$ cat src/rtl/adc_sport_pkg.sv
package adc_sport_pkg;
  typedef enum logic [1:0] {
    RX_HUNT = 2'd0,
    RX_CFG  = 2'd1,
    RX_DONE = 2'd2
  } rx_state_e;
endpackage

$ cat src/rtl/sport_cmd_rx.sv
module sport_cmd_rx
  import adc_sport_pkg::*;
#(
  parameter int SEL_W = 2
) (
  input  logic             sclk_i,
  input  logic             arst_ni,
  input  logic             din_i,
  output logic [SEL_W-1:0] sel_o,
  output logic             msbf_o,
  output logic             done_o,
  output logic             conv_start_o
);
  localparam int CFG_W = SEL_W + 1;
  localparam int CNT_W = $clog2(CFG_W + 1);
  localparam logic [CNT_W-1:0] CNT_LAST = CNT_W'(CFG_W - 1);

  rx_state_e        state_q;
  logic [CNT_W-1:0] cnt_q;
  logic [CFG_W-1:0] cfg_q;
  logic             conv_q;

  always_ff @(posedge sclk_i or negedge arst_ni) begin
    if (!arst_ni) begin
      state_q <= RX_HUNT;
      cnt_q   <= '0;
      cfg_q   <= '0;
      conv_q  <= 1'b0;
    end else begin
      conv_q <= 1'b0;
      unique case (state_q)
        RX_HUNT: begin
          if (din_i) begin
            state_q <= RX_CFG;
            cnt_q   <= '0;
          end
        end
        RX_CFG: begin
          cfg_q <= {cfg_q[CFG_W-2:0], din_i};
          cnt_q <= cnt_q + 1'b1;
          if (cnt_q == CNT_LAST) begin
            state_q <= RX_DONE;
            conv_q  <= 1'b1;
          end
        end
        default: ;
      endcase
    end
  end

  assign done_o       = (state_q == RX_DONE);
  assign sel_o        = done_o ? cfg_q[CFG_W-1:1] : '0;
  assign msbf_o       = done_o & cfg_q[0];
  assign conv_start_o = conv_q;


  conv_pulse_chk: assert property (@(posedge sclk_i) disable iff (!arst_ni)
    conv_q |=> !conv_q);


  start_bit_chk: assert property (@(posedge sclk_i) disable iff (!arst_ni)
    (state_q == RX_CFG && cnt_q == '0) |-> $past(din_i));
endmodule

$ cat src/rtl/sport_res_tx.sv
module sport_res_tx #(
  parameter int RES_W = 10
) (
  input  logic             sclk_i,
  input  logic             arst_ni,
  input  logic             cfg_done_i,
  input  logic             msbf_i,
  input  logic [RES_W-1:0] result_i,
  output logic             oe_o,
  output logic             bit_o
);
  // slot 1 = null, 2..RES_W+1 = MSB-first, RES_W+2..2*RES_W = LSB repeat, then zeros
  localparam int CNT_W = $clog2(2 * RES_W + 2);
  localparam logic [CNT_W-1:0] CNT_END = CNT_W'(2 * RES_W + 1);

  logic [CNT_W-1:0] cnt_q;
  logic [RES_W-1:0] res_q;

  always_ff @(negedge sclk_i or negedge arst_ni) begin
    if (!arst_ni) begin
      cnt_q <= '0;
      res_q <= '0;
    end else if (cnt_q == '0) begin
      if (cfg_done_i) begin
        cnt_q <= CNT_W'(1);
        res_q <= result_i;
      end
    end else if (cnt_q != CNT_END) begin
      cnt_q <= cnt_q + 1'b1;
    end
  end

  always_comb begin
    int slot;
    slot  = int'(cnt_q);
    bit_o = 1'b0;
    if (slot >= 2 && slot <= RES_W + 1) begin
      bit_o = res_q[RES_W + 1 - slot];
    end else if (!msbf_i && slot >= RES_W + 2 && slot <= 2 * RES_W) begin
      bit_o = res_q[slot - RES_W - 1];
    end
  end

  assign oe_o = (cnt_q != '0);


  oe_rise_chk: assert property (@(negedge sclk_i) disable iff (!arst_ni)
    $rose(oe_o) |-> $past(cfg_done_i));


  oe_hold_chk: assert property (@(negedge sclk_i) disable iff (!arst_ni)
    oe_o |=> oe_o);
endmodule

$ cat src/rtl/sport_out_drv.sv
module sport_out_drv (
  input  logic cs_ni,
  input  logic oe_i,
  input  logic bit_i,
  output logic dout_o,
  output logic dout_oe_o
);
  assign dout_oe_o = oe_i & ~cs_ni;
  assign dout_o    = dout_oe_o & bit_i;
endmodule

$ cat src/rtl/adc_serial_port.sv
module adc_serial_port #(
  parameter int RES_W = 10,
  parameter int SEL_W = 2
) (
  input  logic             sclk_i,
  input  logic             rst_ni,
  input  logic             cs_ni,
  input  logic             din_i,
  input  logic [RES_W-1:0] result_i,
  output logic [SEL_W-1:0] sel_o,
  output logic             msbf_o,
  output logic             conv_start_o,
  output logic             dout_o,
  output logic             dout_oe_o
);
  logic arst_n;
  logic cfg_done;
  logic tx_oe;
  logic tx_bit;

  assign arst_n = rst_ni & ~cs_ni;

  sport_cmd_rx #(.SEL_W(SEL_W)) u_rx (
    .sclk_i      (sclk_i),
    .arst_ni     (arst_n),
    .din_i       (din_i),
    .sel_o       (sel_o),
    .msbf_o      (msbf_o),
    .done_o      (cfg_done),
    .conv_start_o(conv_start_o)
  );

  sport_res_tx #(.RES_W(RES_W)) u_tx (
    .sclk_i    (sclk_i),
    .arst_ni   (arst_n),
    .cfg_done_i(cfg_done),
    .msbf_i    (msbf_o),
    .result_i  (result_i),
    .oe_o      (tx_oe),
    .bit_o     (tx_bit)
  );

  sport_out_drv u_drv (
    .cs_ni    (cs_ni),
    .oe_i     (tx_oe),
    .bit_i    (tx_bit),
    .dout_o   (dout_o),
    .dout_oe_o(dout_oe_o)
  );


  always_comb begin
    if (rst_ni && cs_ni) begin
      cs_idle_chk: assert (!dout_oe_o);
    end
  end


  always_comb begin
    if (rst_ni && !dout_oe_o) begin
      dout_quiet_chk: assert (!dout_o);
    end
  end


  conv_cfg_chk: assert property (@(posedge sclk_i) disable iff (!arst_n)
    conv_start_o |-> cfg_done);


  sel_hold_chk: assert property (@(posedge sclk_i) disable iff (!arst_n)
    (cfg_done && $past(cfg_done)) |-> ($stable(sel_o) && $stable(msbf_o)));
endmodule

$ cat config.mk
export PLATFORM = sky130hd
export DESIGN_NAME = adc_serial_port
export DESIGN_NICKNAME = d
export VERILOG_FILES = /design/src/rtl/adc_sport_pkg.sv /design/src/rtl/sport_cmd_rx.sv /design/src/rtl/sport_res_tx.sv /design/src/rtl/sport_out_drv.sv /design/src/rtl/adc_serial_port.sv
export SDC_FILE = /design/constraint.sdc
export NUM_CORES = 1
export LEC_CHECK = 0
export ABC_AREA = 1
export ABC_CLOCK_PERIOD_IN_PS = 2300
export BUFFER_PORTS_ARGS = -buffer_cell sky130_fd_sc_hd__buf_4
export CORE_ASPECT_RATIO = 0.9
export CORE_MARGIN = 1.5
export CORE_UTILIZATION = 30
export CTS_CLUSTER_DIAMETER = 100
export DETAILED_ROUTE_END_ITERATION = 7
export GPL_ROUTABILITY_DRIVEN = 0
export HOLD_SLACK_MARGIN = 0.15
export SLEW_MARGIN = 10
export SYNTH_ARGS = -nofsm -noshare
export SYNTH_HDL_FRONTEND = slang
export SYNTH_SLANG_ARGS = --single-unit
$ cat constraint.sdc
create_clock -name sclk_i -period 2.3 [get_ports sclk_i]
set_input_delay 0.23 -clock sclk_i [delete_from_list [all_inputs] [get_ports sclk_i]]
set_output_delay 0.23 -clock sclk_i [all_outputs]
set_load 0.1 [all_outputs]
# After elaboration in Yosys (flattened, before gate mapping)

Cells that the tools add are included.

Logic and storage cells: 61
Bits in registers: 23
Output and inout port bits: 6
Bits of input ports: 14

Equal/unequal tests: 7
Muxes and demuxes: 19
Bitwise gates (word level): 5
Reductions and logical operators: 13
Add/subtract/negate cells: 5
Order comparisons: 6

Operator list:

| cell                                                                                 | number |
|---|---|
| 32-bit by 6-bit < comparator with 1-bit output (second input constant)               | 2 |
| 32-bit by 2-bit subtractor with 32-bit output (second input constant)                | 1 |
| 5-bit 2-to-1 mux                                                                     | 3 |
| 1-bit binary-select mux with 4-bit select                                            | 2 |
| 1-bit 2-to-1 mux                                                                     | 8 |
| 2-bit 2-to-1 mux                                                                     | 4 |
| 2-bit one-hot mux with 2 select lines                                                | 2 |
| 2-bit AND reduction                                                                  | 3 |
| 4-bit by 5-bit subtractor with 6-bit output (first input constant)                   | 1 |
| 5-bit by 4-bit subtractor with 6-bit output (second input constant)                  | 1 |
| 5-bit by 1-bit adder with 5-bit output (second input constant)                       | 1 |
| 5-bit by 2-bit greater-or-equal comparator with 1-bit output (second input constant) | 1 |
| 5-bit by 4-bit greater-or-equal comparator with 1-bit output (second input constant) | 1 |
| 5-bit by 4-bit <= comparator with 1-bit output (second input constant)               | 1 |
| 5-bit <= comparator (second input constant)                                          | 1 |
| 5-bit zero test                                                                      | 1 |
| 5-bit inequality test (second input constant)                                        | 1 |
| 5-bit nonzero test                                                                   | 1 |
| 1-bit AND                                                                            | 4 |
| 2-bit equality test (second input constant)                                          | 2 |
| 2-bit inequality test (second input constant)                                        | 2 |
| 2-bit nonzero test                                                                   | 2 |
| 1-bit logical AND                                                                    | 3 |
| 3-bit AND reduction                                                                  | 1 |
| 6 further kinds                                                                      | 6 |

# Logic depth before layout (Yosys ltp)

Depth in word-level cells: 8
Depth in mapped cells: 13
Depth with buffers taken out: 12

# By module

A second synthesis with hierarchy kept.

Cell total of the unflattened synthesis: 210
Area, all modules: 1,584.0 um2

By module, submodules not included:

| module          | times used | sequential area each (um2) | area each (um2) | cells each |
|---|---|---|---|---|
| sport_res_tx    | 1          | 375.4                      | 1,188.6         | 162 |
| sport_cmd_rx    | 1          | 200.2                      | 361.6           | 41 |
| sport_out_drv   | 1          | 0.0                        | 23.8            | 5 |
| adc_serial_port | 1          | 0.0                        | 10.0            | 2 |

==> flow_metrics.py <==
metrics = {
    "detailed_routing": {
        "avgRoutedWirePerCell_um": 11.2,
        "top_layer": "met4",
        "via_per_inst": 4.38,
        "dr.pass1.iters": 4,
        "drt_iter0_drc": 45,
        "drcViolationCount": 0,
        "routed-wl-met2_um": 1660,
        "wl_um": 3590,
        "num_vias": 1401,
        "wl_met3_um": 115,
        "wl_met1_um": 1780,
        "ant_nets": 0,
    },
    "placement": {
        "place_ws_ns": -0.867,
        "hpwl_um": 2530,
        "dpl_cell_area_mm2": 0.00196,
        "io_buffers": 19,
        "dpl.cell_count": 309,
    },
    "final_layout": {
        "layout.cells.non_filler": 320,
        "layout-drive-gt1-share_pct": 35.3,
        "antennaDiodeCount": 0,
        "final_util_pct": 46.4,
        "final_nets": 284,
        "syn_to_final_growth_pct": 50.3,
        "fillerInstances": 476,
        "final_area_mm2": 0.00222,
    },
    "worst_setup_path": {
        "critPathTopFamily": "buffers and inverters",
        "cp_max_fo": 8,
        "critPathSlowestCell": "dfrtn_1",
        "crit_type": "flop to output port",
        "required_ns": 2.07,
        "crit_chain": "buf_4 > ha_1 > nand2_2 > inv_2 > nor2_4 > buf_6 > nand2_2 > nand2_1 > nand2_1 > nand2_2 > a21oi_4 > buf_12",
        "cp-end-kind": "output port",
        "worst-path-buf-inv": 4,
        "critPathMostFrequentCell": "nand2_2",
        "cp_data_arrival_time_ns": 3.14,
        "slowest_delay_ns": 0.42,
        "startpoint_type": "flop",
    },
    "sta": {
        "worst_pin_slew_ns": 0.418,
        "rsz0062_at_grt": "yes",
        "setup-tns-final_ns": -1.81,
        "slew_headroom_pct": 72.0,
        "layout_setup_ws_ns": -1.07,
        "holdWs_ns": 0.204,
        "finalClockSkew_ns": 0.0153,
        "hold_viol": 0,
        "setup_viol": 2,
        "slew_viol_final": 0,
    },
    "synth": {
        "synth_largest_area_cell": "dfrtn_1",
        "syn_area_per_cell_um2": 7.41,
        "synth_nets": 227,
        "synth_area_leaders": "dfrtn_1 (25%), nand2_1 (19%), dfrtp_1 (14%)",
        "synth-seq-cells": 23,
        "synth.distinct_cells": 24,
        "yosys.area_share.simple_pct": 34.3,
        "synth_compound_area_share_pct": 6.02,
        "synthCells": 199,
        "synth_adder_area_share_pct": 11.9,
        "yosys.area.top_type_share_pct": 25.4,
        "syn-cell-area_mm2": 0.00148,
        "ys.warnings.count": 0,
        "synth-xor-area-share_pct": 1.19,
        "ys_seq_area_share_pct": 39.0,
        "synthMuxAreaShare_pct": 0,
        "synth_top_family_by_area": "simple AND/OR/NAND/NOR gates",
    },
    "global_routing": {
        "grt_pass1_vias": 1286,
        "antenna_found_initial": 0,
        "grt_pass1_wl_um": 5920,
        "grt.total_usage_pct": 13.8,
        "grt_max_degree": 17,
        "grt_overflow": 0,
    },
    "clocking": {
        "clockRootBuffer": "clkbuf_8",
        "insertion_delay_ns": 0.27,
        "cts.sinks": 23,
        "cts_tree": "built",
        "htreeDepth": 1,
        "clk_pin_slew_ns": 0.08,
        "clock_path_buffers": 2,
        "cts_buffers": 3,
    },
    "outcome": {
        "violations": "setup timing",
        "status": "finished, violations left",
    },
    "die": {
        "die_w_um": 76.9,
        "ios": 20,
        "fp-row-count": 24,
        "die-height_um": 69.5,
        "coreArea_mm2": 0.00477,
        "start_util_pct": 30.9,
        "die-area_mm2": 0.00535,
    },
    "power": {
        "ir_drop_uv": 289,
        "p_per_area_mw_per_mm2": 349,
        "finalPower_uw": 774,
        "leakage_nw": 1.22,
    },
    "flow_run": {
        "max_cap_violations": 0,
    },
    "hold_path": {
        "holdCritPathClass": "input port to flop",
    },
}
## cell type report
class / instances / area [um^2] / area share [%]
multi-input cells: 150 / 946 / 42.7
flip-flops and latches: 23 / 576 / 26.0
repair buffers: 55 / 473 / 21.3
inverters: 23 / 96.3 / 4.35
well taps: 65 / 81.3 / 3.67
clock buffers: 4 / 45.0 / 2.03
## metal layers
layer,vias up,track usage (%)
li1,734,-
met1,630,20.3
met2,29,21.0
met3,8,1.58
met4,0,4.12
met5,-,0
## tightest hold or removal path, cell delays in order
cell and delay [ns]:
buf_4 0.08, nand3_1 0.06, nand2_1 0.06
## registers in the layout, indices dropped and copies added (netlist names)
name,count
u_rx.cfg_q,3
u_rx.cnt_q,2
u_rx.conv_start_o,1
u_tx.res_q,10
u_rx.state_q,2
u_tx.cnt_q,5
## cells in the mapped netlist
cell type,count
xor2_1,1
nor2_2,1
nand2_2,2
ha_1,14
a21oi_2,1
nand3_1,19
buf_6,1
o21ai_0,10
inv_1,21
xnor2_1,1
nor2_1,14
nand3_2,1
nand3b_4,1
nand2_4,1
inv_6,1
dfrtn_1,15
clkinv_1,1
a21oi_1,5
nand4_1,1
nand2_1,75
buf_2,2
o21ai_1,1
dfrtp_1,8
nor3_1,2
## what timing repair did
item | in CTS | in global routing
endpoints found under the setup margin | 3 | 13
buffers inserted | 0 | 5
gates cloned | 0 | 1
hold buffers | 2 | 0
gates resized for setup | 13 | 29
pin swaps | 6 | 15
endpoints found under the hold margin | 8 | 0
## cell usage in the layout (no fill, tap or decap), types with 6 or more instances in the layout
cell type,netlist,routed
ha_1,14,9
buf_6,1,6
o21ai_0,10,10
nand2_1,75,67
nand3_1,19,17
dfrtp_1,8,8
buf_4,0,44
dfrtn_1,15,15
nand2_2,2,8
nor2_1,14,9
inv_1,21,17
## final timing paths
kind                                        startpoint                        end  slack [ns]  depth (start not counted)
setup reg to reg           u_rx.state_q[0]$_DFFE_PN0P_  u_tx.cnt_q[3]$_DFFE_NN0P_        0.05                          6
setup / recovery             u_tx.cnt_q[1]$_DFFE_NN0P_                     dout_o       -1.07                         12
min in group asynchronous                        cs_ni  u_rx.cfg_q[2]$_DFFE_PN0P_        0.85                          4
hold reg to reg              u_tx.res_q[8]$_DFFE_NN0P_  u_tx.res_q[8]$_DFFE_NN0P_        0.43                          2
hold / removal                                   din_i  u_rx.cfg_q[0]$_DFFE_PN0P_        0.20                          3
max in group asynchronous                       rst_ni  u_tx.cnt_q[3]$_DFFE_NN0P_        0.51                          5
## power breakdown
group / leakage (nW) / internal (mW) / switching (mW)
clock network: 0.0228 / 0.124 / 0.131
logic: 0.924 / 0.0375 / 0.0581
registers: 0.276 / 0.418 / 0.00642
total: 1.22 / 0.579 / 0.195
## logic make-up (layout without fill, tap and decap cells)
group / Yosys count / after routing
compound gates: 17 / 17
xor+xnor: 2 / 2
fa+ha+maj: 14 / 14
buf+inv: 26 / 82
flops: 23 / 23
simple gates: 117 / 117
(Power assumes the default switching activity.)
